===== config.mk =====
export PLATFORM = sky130hd
export DESIGN_NAME = pwr_mode_ctrl
export DESIGN_NICKNAME = d
export VERILOG_FILES = /design/src/rtl/pmc_pkg.sv /design/src/rtl/pmc_delay_ctr.sv /design/src/rtl/pmc_ctl_reg.sv /design/src/rtl/pmc_seq.sv /design/src/rtl/pwr_mode_ctrl.sv
export SDC_FILE = /design/constraint.sdc
export NUM_CORES = 1
export LEC_CHECK = 0
export ABC_AREA = 1
export CAP_MARGIN = 0
export CELL_PAD_IN_SITES_DETAIL_PLACEMENT = 0
export CELL_PAD_IN_SITES_GLOBAL_PLACEMENT = 1
export CORE_AREA = 2 2 66 84
export CTS_CLUSTER_SIZE = 12
export DETAILED_ROUTE_END_ITERATION = 7
export DIE_AREA = 0 0 68 86
export PLACE_DENSITY_LB_ADDON = 0.1
export SLEW_MARGIN = 5
export SYNTH_ARGS = -nofsm -noshare
export SYNTH_HDL_FRONTEND = slang
export SYNTH_SLANG_ARGS = --single-unit

===== constraint.sdc =====
create_clock -name clk -period 1.7 [get_ports clk]
set_clock_uncertainty 0.15 [all_clocks]
set_input_delay 0.255 -clock clk [delete_from_list [all_inputs] [get_ports clk]]
set_output_delay 0.255 -clock clk [all_outputs]
set_load 0.005 [all_outputs]

===== src/rtl/pmc_pkg.sv =====
package pmc_pkg;

    localparam int IDLE_BIT = 0;
    localparam int PD_BIT   = 1;

    typedef enum logic [1:0] {
        MODE_RUN   = 2'd0,
        MODE_IDLE  = 2'd1,
        MODE_PDOWN = 2'd2
    } mode_e;

    typedef enum logic [1:0] {
        PH_NONE  = 2'd0,
        PH_GUARD = 2'd1,
        PH_HOLD  = 2'd2
    } phase_e;

endpackage


===== src/rtl/pmc_delay_ctr.sv =====
module pmc_delay_ctr #(
    parameter int W = 8
) (
    input  logic         clk,
    input  logic         load,
    input  logic [W-1:0] load_val,
    output logic         zero
);

    typedef struct packed {
        logic [W-1:0] cnt;
    } ctr_t;

    ctr_t st_d, st_q;

    always_comb begin
        st_d = st_q;
        if (load) begin
            st_d.cnt = load_val;
        end else if (st_q.cnt != '0) begin
            st_d.cnt = st_q.cnt - 1'b1;
        end
    end

    always_ff @(posedge clk) begin
        st_q <= st_d;
    end

    assign zero = (st_q.cnt == '0);

endmodule


===== src/rtl/pmc_ctl_reg.sv =====
module pmc_ctl_reg (
    input  logic       clk,
    input  logic       clr,
    input  logic       idle_clr,
    input  logic       we,
    input  logic [7:0] wdata,
    output logic [7:0] rdata
);
    import pmc_pkg::*;

    typedef struct packed {
        logic [7:0] val;
    } reg_t;

    reg_t st_d, st_q;

    always_comb begin
        st_d = st_q;
        if (clr) begin
            st_d.val = 8'h00;
        end else if (idle_clr) begin
            st_d.val[IDLE_BIT] = 1'b0;
        end else if (we) begin
            st_d.val = wdata;
            // power-down overrides an idle request in the same write
            if (wdata[PD_BIT]) begin
                st_d.val[IDLE_BIT] = 1'b0;
            end
        end
    end

    always_ff @(posedge clk) begin
        st_q <= st_d;
    end

    assign rdata = st_q.val;

endmodule


===== src/rtl/pmc_seq.sv =====
module pmc_seq #(
    parameter int GW       = 5,
    parameter int OW       = 9,
    parameter int GUARD_CYC = 24,
    parameter int OSC_WAIT = 256
) (
    input  logic              clk,
    input  logic              hw_rst,
    input  pmc_pkg::mode_e    mode,
    input  logic              wake,
    input  logic              wr_req,
    input  logic              guard_zero,
    input  logic              osc_zero,
    output pmc_pkg::phase_e   phase,
    output logic              guard_load,
    output logic [GW-1:0]     guard_val,
    output logic              osc_load,
    output logic [OW-1:0]     osc_val,
    output logic              idle_clr,
    output logic              reg_clr,
    output logic              reg_we
);
    import pmc_pkg::*;

    typedef struct packed {
        phase_e ph;
    } seq_t;

    seq_t st_d, st_q;

    always_comb begin
        st_d       = st_q;
        guard_load = 1'b0;
        guard_val  = GW'(GUARD_CYC - 1);
        osc_load   = 1'b0;
        osc_val    = '0;
        idle_clr   = 1'b0;
        unique case (st_q.ph)
            PH_NONE: begin
                if (hw_rst) begin
                    if (mode == MODE_IDLE) begin
                        st_d.ph    = PH_GUARD;
                        guard_load = 1'b1;
                        osc_load   = 1'b1;
                        idle_clr   = 1'b1;
                    end else begin
                        st_d.ph  = PH_HOLD;
                        osc_load = 1'b1;
                        if (mode == MODE_PDOWN) begin
                            osc_val = OW'(OSC_WAIT - 1);
                        end
                    end
                end else if (mode == MODE_IDLE && wake) begin
                    idle_clr = 1'b1;
                end
            end
            PH_GUARD: begin
                if (guard_zero) begin
                    st_d.ph = PH_HOLD;
                end
            end
            PH_HOLD: begin
                if (!hw_rst && osc_zero) begin
                    st_d.ph = PH_NONE;
                end
            end
            default: st_d.ph = PH_HOLD;
        endcase
    end

    always_ff @(posedge clk) begin
        st_q <= st_d;
    end

    assign phase   = st_q.ph;
    assign reg_clr = (st_d.ph == PH_HOLD);
    assign reg_we  = wr_req && (st_q.ph == PH_NONE) && (st_d.ph == PH_NONE)
                     && (mode == MODE_RUN);

endmodule


===== src/rtl/pwr_mode_ctrl.sv =====
module pwr_mode_ctrl #(
    parameter int N_IRQ      = 5,
    parameter int CLK_PER_MC = 12,
    parameter int GUARD_MC   = 2,
    parameter int OSC_WAIT   = 256
) (
    input  logic             clk,
    input  logic             hw_rst,
    input  logic             reg_wr,
    input  logic [7:0]       reg_wdata,
    input  logic [N_IRQ-1:0] irq_req,
    input  logic [N_IRQ-1:0] irq_en,
    output logic [7:0]       reg_rdata,
    output logic [2:0]       mode_state,
    output logic             cpu_clk_en,
    output logic             periph_clk_en,
    output logic             osc_en,
    output logic             ram_wr_block,
    output logic             core_rst
);
    import pmc_pkg::*;

    localparam int GUARD_CYC = CLK_PER_MC * GUARD_MC;
    localparam int GW        = $clog2(GUARD_CYC + 1);
    localparam int OW        = $clog2(OSC_WAIT + 1);

    mode_e          mode;
    phase_e         phase;
    logic           wake;
    logic           guard_load, osc_load, guard_zero, osc_zero;
    logic [GW-1:0]  guard_val;
    logic [OW-1:0]  osc_val;
    logic           idle_clr, reg_clr, reg_we;

    assign wake = |(irq_req & irq_en);

    always_comb begin
        if (reg_rdata[PD_BIT]) begin
            mode = MODE_PDOWN;
        end else if (reg_rdata[IDLE_BIT]) begin
            mode = MODE_IDLE;
        end else begin
            mode = MODE_RUN;
        end
    end

    pmc_ctl_reg u_reg (
        .clk      (clk),
        .clr      (reg_clr),
        .idle_clr (idle_clr),
        .we       (reg_we),
        .wdata    (reg_wdata),
        .rdata    (reg_rdata)
    );

    pmc_seq #(
        .GW        (GW),
        .OW        (OW),
        .GUARD_CYC (GUARD_CYC),
        .OSC_WAIT  (OSC_WAIT)
    ) u_seq (
        .clk        (clk),
        .hw_rst     (hw_rst),
        .mode       (mode),
        .wake       (wake),
        .wr_req     (reg_wr),
        .guard_zero (guard_zero),
        .osc_zero   (osc_zero),
        .phase      (phase),
        .guard_load (guard_load),
        .guard_val  (guard_val),
        .osc_load   (osc_load),
        .osc_val    (osc_val),
        .idle_clr   (idle_clr),
        .reg_clr    (reg_clr),
        .reg_we     (reg_we)
    );

    pmc_delay_ctr #(.W(GW)) u_guard_ctr (
        .clk      (clk),
        .load     (guard_load),
        .load_val (guard_val),
        .zero     (guard_zero)
    );

    pmc_delay_ctr #(.W(OW)) u_osc_ctr (
        .clk      (clk),
        .load     (osc_load),
        .load_val (osc_val),
        .zero     (osc_zero)
    );

    always_comb begin
        mode_state    = 3'b000;
        mode_state[0] = (mode == MODE_RUN);
        mode_state[1] = (mode == MODE_IDLE);
        mode_state[2] = (mode == MODE_PDOWN);
        cpu_clk_en    = (mode == MODE_RUN);
        periph_clk_en = (mode != MODE_PDOWN);
        osc_en        = (mode != MODE_PDOWN);
        ram_wr_block  = (phase == PH_GUARD);
        core_rst      = (phase == PH_HOLD);
    end

endmodule


== Yosys cells after proc, flatten, opt, wreduce, memory -nomap -nowiden ==
Cells that the tools add are included.
Word-level totals
  output and inout port bits: 16
  bits of input ports: 21
  register bits: 24
  word-level logic and storage cells: 54
Cells by class
  mux-type cells: 22
  eq/ne operators: 6
  add/subtract/negate cells: 2
  bitwise logic cells: 2
  reductions and logical operators: 17
Operator list (number)
  two-way mux 9 bit: 5
  two-way mux 1 bit: 10
  two-way mux 2 bit: 5
  logical NOT 9 bit: 1
  nonzero test 9 bit: 1
  subtractor 9 x 1 -> 9 bit, second input constant: 1
  two-way mux 8 bit: 1
  == test 2 bit, second input constant: 3
  logical NOT 2 bit: 3
  case mux 2 bit (3 select lines): 1
  AND 5 bit: 1
  logical AND 1 bit: 5
  logical NOT 5 bit: 1
  nonzero test 5 bit: 1
  OR reduction 5 bit: 1
  subtractor 5 x 1 -> 5 bit, second input constant: 1
  == test 2 x 1 -> 1 bit, second input constant: 2
  inequality test 2 bit, second input constant: 1
  AND reduction 2 bit: 1
  nonzero test 2 bit: 1
  OR reduction 2 bit: 1
  logical NOT 1 bit: 1
  inverter 1 bit: 1

== Depth between registers and ports, before layout ==
  depth in word-level cells: 10
  depth in mapped cells: 11
  gate-level depth less buffers: 11

== Cells and area by module ==
From an unflattened synthesis, not the netlist that was laid out.
Unflattened totals
  cells, all modules: 224
  area total of the unflattened synthesis: 1561.5 um2
Modules (own cells, without submodules)
  pmc_delay_ctr (u_osc_ctr): times used 1, area an instance 573.0 um2, sequential area each 270.3 um2, cells each 75
  pmc_ctl_reg: times used 1, area an instance 351.6 um2, sequential area each 160.2 um2, cells each 52
  pmc_delay_ctr (u_guard_ctr): times used 1, area an instance 294.0 um2, sequential area each 150.1 um2, cells each 36
  pmc_seq: times used 1, area an instance 252.7 um2, sequential area each 40.0 um2, cells each 39
  pwr_mode_ctrl: times used 1, area an instance 90.1 um2, sequential area each 0.0 um2, cells each 22

== Least setup slack after synthesis ==
No wires, ideal clock.
  path kind: register -> register
  from: register u_guard_ctr.st_q[0] in the netlist's numbering
  to: register u_reg.st_q (netlist bit u_reg.rdata[2])
  setup slack: 0.131 ns
  required time: 1.437 ns
  clock period less this slack: 1.569 ns
  path buffers: 0
  setup time: 0.113 ns
  data arrival time: 1.305 ns
  stages on the path, launching flop included: 11
  cells stage by stage: dfxtp_1 inv_1 ha_1 inv_1 nor2_1 nand2_1 nand2_1 a21oi_4 nand3_2 nor2_1 nor2_1
Between the ends
  cells in the longest elaborated chain, start to end: 7
  elaborated cells between the ends (all ways): 8
  those cells by class: 1 x eq/ne; 2 x mux; 5 x reduce/logical
RTL lines
  from (decl): RTL line pmc_delay_ctr.sv:14  | ctr_t st_d, st_q;
  from (signal assigned): RTL line pmc_delay_ctr.sv:26  | st_q <= st_d;
  logical NOT 5 bit *: RTL line pmc_delay_ctr.sv:29  | assign zero = (st_q.cnt == '0);
  two-way mux 2 bit *: RTL line pmc_seq.sv:58  | if (guard_zero) begin
  case mux 2 bit (3 select lines) *: RTL line pmc_seq.sv:38  | unique case (st_q.ph)
  logical NOT 2 bit: RTL line pmc_seq.sv:77  | assign reg_we = wr_req && (st_q.ph == PH_NONE) && (st_d.ph == PH_NONE)
  logical AND 1 bit: RTL line pmc_seq.sv:77
  logical AND 1 bit: RTL line pmc_seq.sv:78  | && (mode == MODE_RUN);
  AND reduction 2 bit (no source line)
  to (signal assigned): RTL line pmc_ctl_reg.sv:33  | st_q <= st_d;
  to (decl): RTL line pmc_ctl_reg.sv:15  | reg_t st_d, st_q;
Mark *: on every way between the ends. The rest lies on a longest branch, timed or not.
A chain may end at the register's enable or synchronous reset.

==> flow_summary.yaml <==
floorplan:
  fp.dieW_um: 68
  fp.coreArea_um2: 5010
  dieArea_um2: 5850
  rows: 29
  die_h_um: 86
  initial_utilization_pct: 25.7
  io_pins: 37
cts:
  clk_pin_slew_ns: 0.09
  cts_hold_buf: 0
  cts_tree: "yes"
  clock_latency_ns: 0.28
  clockBufferDepth: 2
  root_buffer: "clkbuf_8"
  numCtsBuffers: 3
  clock-sinks: 24
  htree_levels: 1
detailed_routing:
  wl_per_cell_um: 11.5
  drt-pass1-iter-count: 4
  route.detailed.drc: 0
  vias: 1251
  antenna_left: 0
  viasPerCell: 4.40
  wl_um: 3260
  drt_iter0_drc: 99
grt:
  antenna_found_initial: 0
  busiest_layer: "met2"
  gr-usage-met3_pct: 1.71
  grt_pass1_wl_um: 5430
  grt_overflow_total: 0
  met1_usage_pct: 13.7
  grt_pass1_vias: 1280
  grtUsageTotal_pct: 12.1
  grt_max_degree: 14
  grt_util_met2_pct: 21.4
setup_path:
  worstPathRequired_ns: 1.58
  endpoint_kind: "flip-flop"
  start_kind: "flip-flop"
  rrSetupSlack_ns: 0.04
  path_class: "reg2reg"
  cp.arrival_ns: 1.55
  crit_fanout: 3
flow_run:
  maxCapViolCount: 0
place:
  io_buffers: 36
  dpl_cell_area_um2: 1830
  gp_congestion: 0.739
  dp_hpwl_um: 2530
  place_inst: 272
timing:
  period_share_pct: 97.9
  relSlewSlack_pct: 81.9
  finalHoldViolCount: 0
  drv_slew: 0
  layout_min_cycle_time_ns: 1.66
  setup_viol: 0
  worstMarginPinSlew_ns: 0.271
  fmax_mhz: 601
  tns_ns: 0
  rsz0062_at_grt: "yes"
yosys:
  seq_area_frac_synth_pct: 44.3
  synth_top_area_share_pct: 23.3
  avgSynthCellArea_um2: 7.91
  yosysMostFrequentCell: "nand2_1"
  ys_seq_elements: 24
  async_flop_share_pct: 0
  synth_nets: 188
  synthFlopType: "dfxtp_1"
  synth_common_cells: "nand2_1, nor2_1, inv_1, dfxtp_1, o21ai_0"
  netlist_area_um2: 1290
  synth_top_area_cell: "dfxtp_1"
  ys_top_cells_by_area: "dfxtp_1, edfxtp_1, nand2_1"
  synth_edf_count: 9
  netlist-cell-type-count: 28
  synthCells: 163
  synth_warnings: 0
pwr:
  power.density_nw_per_um2: 504
  p_leak_nw: 0.850
  ir_drop_mv: 0.289
  total_power_mw: 1.05
final_layout:
  drive_above_1_share_pct: 34.2
  diodes: 0
  final_area_um2: 2080
  finalNonFillerCells: 284
  fillers: 516
  finish.net_count: 248
  area_growth_pct: 61.7
worst_hold_path:
  worstHoldPathType: "reg2reg"
outcome:
  outcome: "finished, final reports clean"
[report_power, final]
group	internal, mW	leakage, nW	switching [mW]
logic	0.0432	0.606	0.0119
registers	0.588	0.215	0
clock network	0.208	0.0288	0.200
total	0.838	0.850	0.212
[path summary, 6_finish.rpt]
check / from / end / cells past startpoint
worst max-delay path: u_osc_ctr.st_q[1]$_DFFE_PP_ / u_osc_ctr.st_q[5]$_DFFE_PP_ / 11
worst min-delay path: u_guard_ctr.st_q[0]$_SDFFE_PP1N_ / u_guard_ctr.st_q[0]$_SDFFE_PP1N_ / 2
worst max register to register: u_osc_ctr.st_q[1]$_DFFE_PP_ / u_osc_ctr.st_q[5]$_DFFE_PP_ / 11
worst min register to register: u_guard_ctr.st_q[0]$_SDFFE_PP1N_ / u_guard_ctr.st_q[0]$_SDFFE_PP1N_ / 2
[repair_timing]
| item | in CTS | in global routing |
|---|---|---|
| gates resized for setup | 14 | 40 |
| setup buffers | 3 | 5 |
| setup endpoints to repair | 22 | 23 |
| pin swaps | 2 | 17 |
[through the flow]
| stage | hold WS, ns | setup WS, ns | util (%) |
|---|---|---|---|
| detailed placement | 0.324 | -0.0850 | 36.5 |
| global placement | 0.305 | -0.0676 | 36.5 |
| finish | 0.342 | 0.0352 | 41.6 |
| global route | 0.369 | -0.0652 | 41.6 |
| CTS | 0.341 | 0.00196 | 38.3 |
| floorplan | 0.240 | 0.131 | - |
[worst max-delay path, stage by stage (launching register included)]
cell,delay [ns]
edfxtp_1,0.37
inv_1,0.15
buf_4,0.15
nand3_4,0.06
nor2_4,0.10
buf_4,0.11
buf_4,0.10
nand2_1,0.04
nand2_1,0.05
nand2_1,0.04
nand2_1,0.05
nand2_1,0.05
[cells in the final DEF (no fill, tap or decap), drive strengths merged]
cell type / n
edfxtp: 9
xnor2: 1
dlygate4sd2: 5
o21ai: 18
clkinv: 1
ha: 4
nand4: 3
xor2: 1
clkdlybuf4s50: 31
inv: 26
nand2: 30
a31oi: 1
a22o: 1
buf: 22
a21oi: 6
nor2: 28
dfxtp: 15
o211ai: 1
nand3: 11
clkbuf: 4
nor3: 4
[flip-flops by register name (all words and copies together), names as in the netlist]
| signal | flops |
|---|---|
| u_guard_ctr.st_q | 5 |
| u_osc_ctr.st_q | 9 |
| u_reg.rdata | 8 |
| u_seq.phase | 2 |
[cell families (layout without fill, tap and decap cells)]
| group | Yosys count | after routing | synth area share (%) |
|---|---|---|---|
| AOI/OAI and AO/OA | 27 | 27 | 12.2 |
| xor gates and xnor gates | 2 | 2 | 1.36 |
| adders and majority gates | 4 | 4 | 3.88 |
| buffers and inverters | 30 | 89 | 9.71 |
| DFF | 24 | 24 | 44.3 |
| and+or+nand+nor | 76 | 76 | 28.5 |
[routing by layer]
| layer | part of all wire [%] | vias up |
|---|---|---|
| met3 | 4.0 | 5 |
| met5 | 0 | - |
| met4 | 2.1 | 0 |
| met1 | 41 | 573 |
| met2 | 53 | 28 |
| li1 | - | 645 |
[final cells by class]
| class | count | area [µm²] | share of cell area [%] |
|---|---|---|---|
| clock buffer | 4 | 55.1 | 2.64 |
| tap | 62 | 77.6 | 3.72 |
| sequential | 24 | 582 | 27.9 |
| timing repair buffer | 58 | 539 | 25.9 |
| multi-input combinational | 109 | 722 | 34.6 |
| inverter | 27 | 109 | 5.22 |
Note: power is estimated with default switching activity, not from simulation.
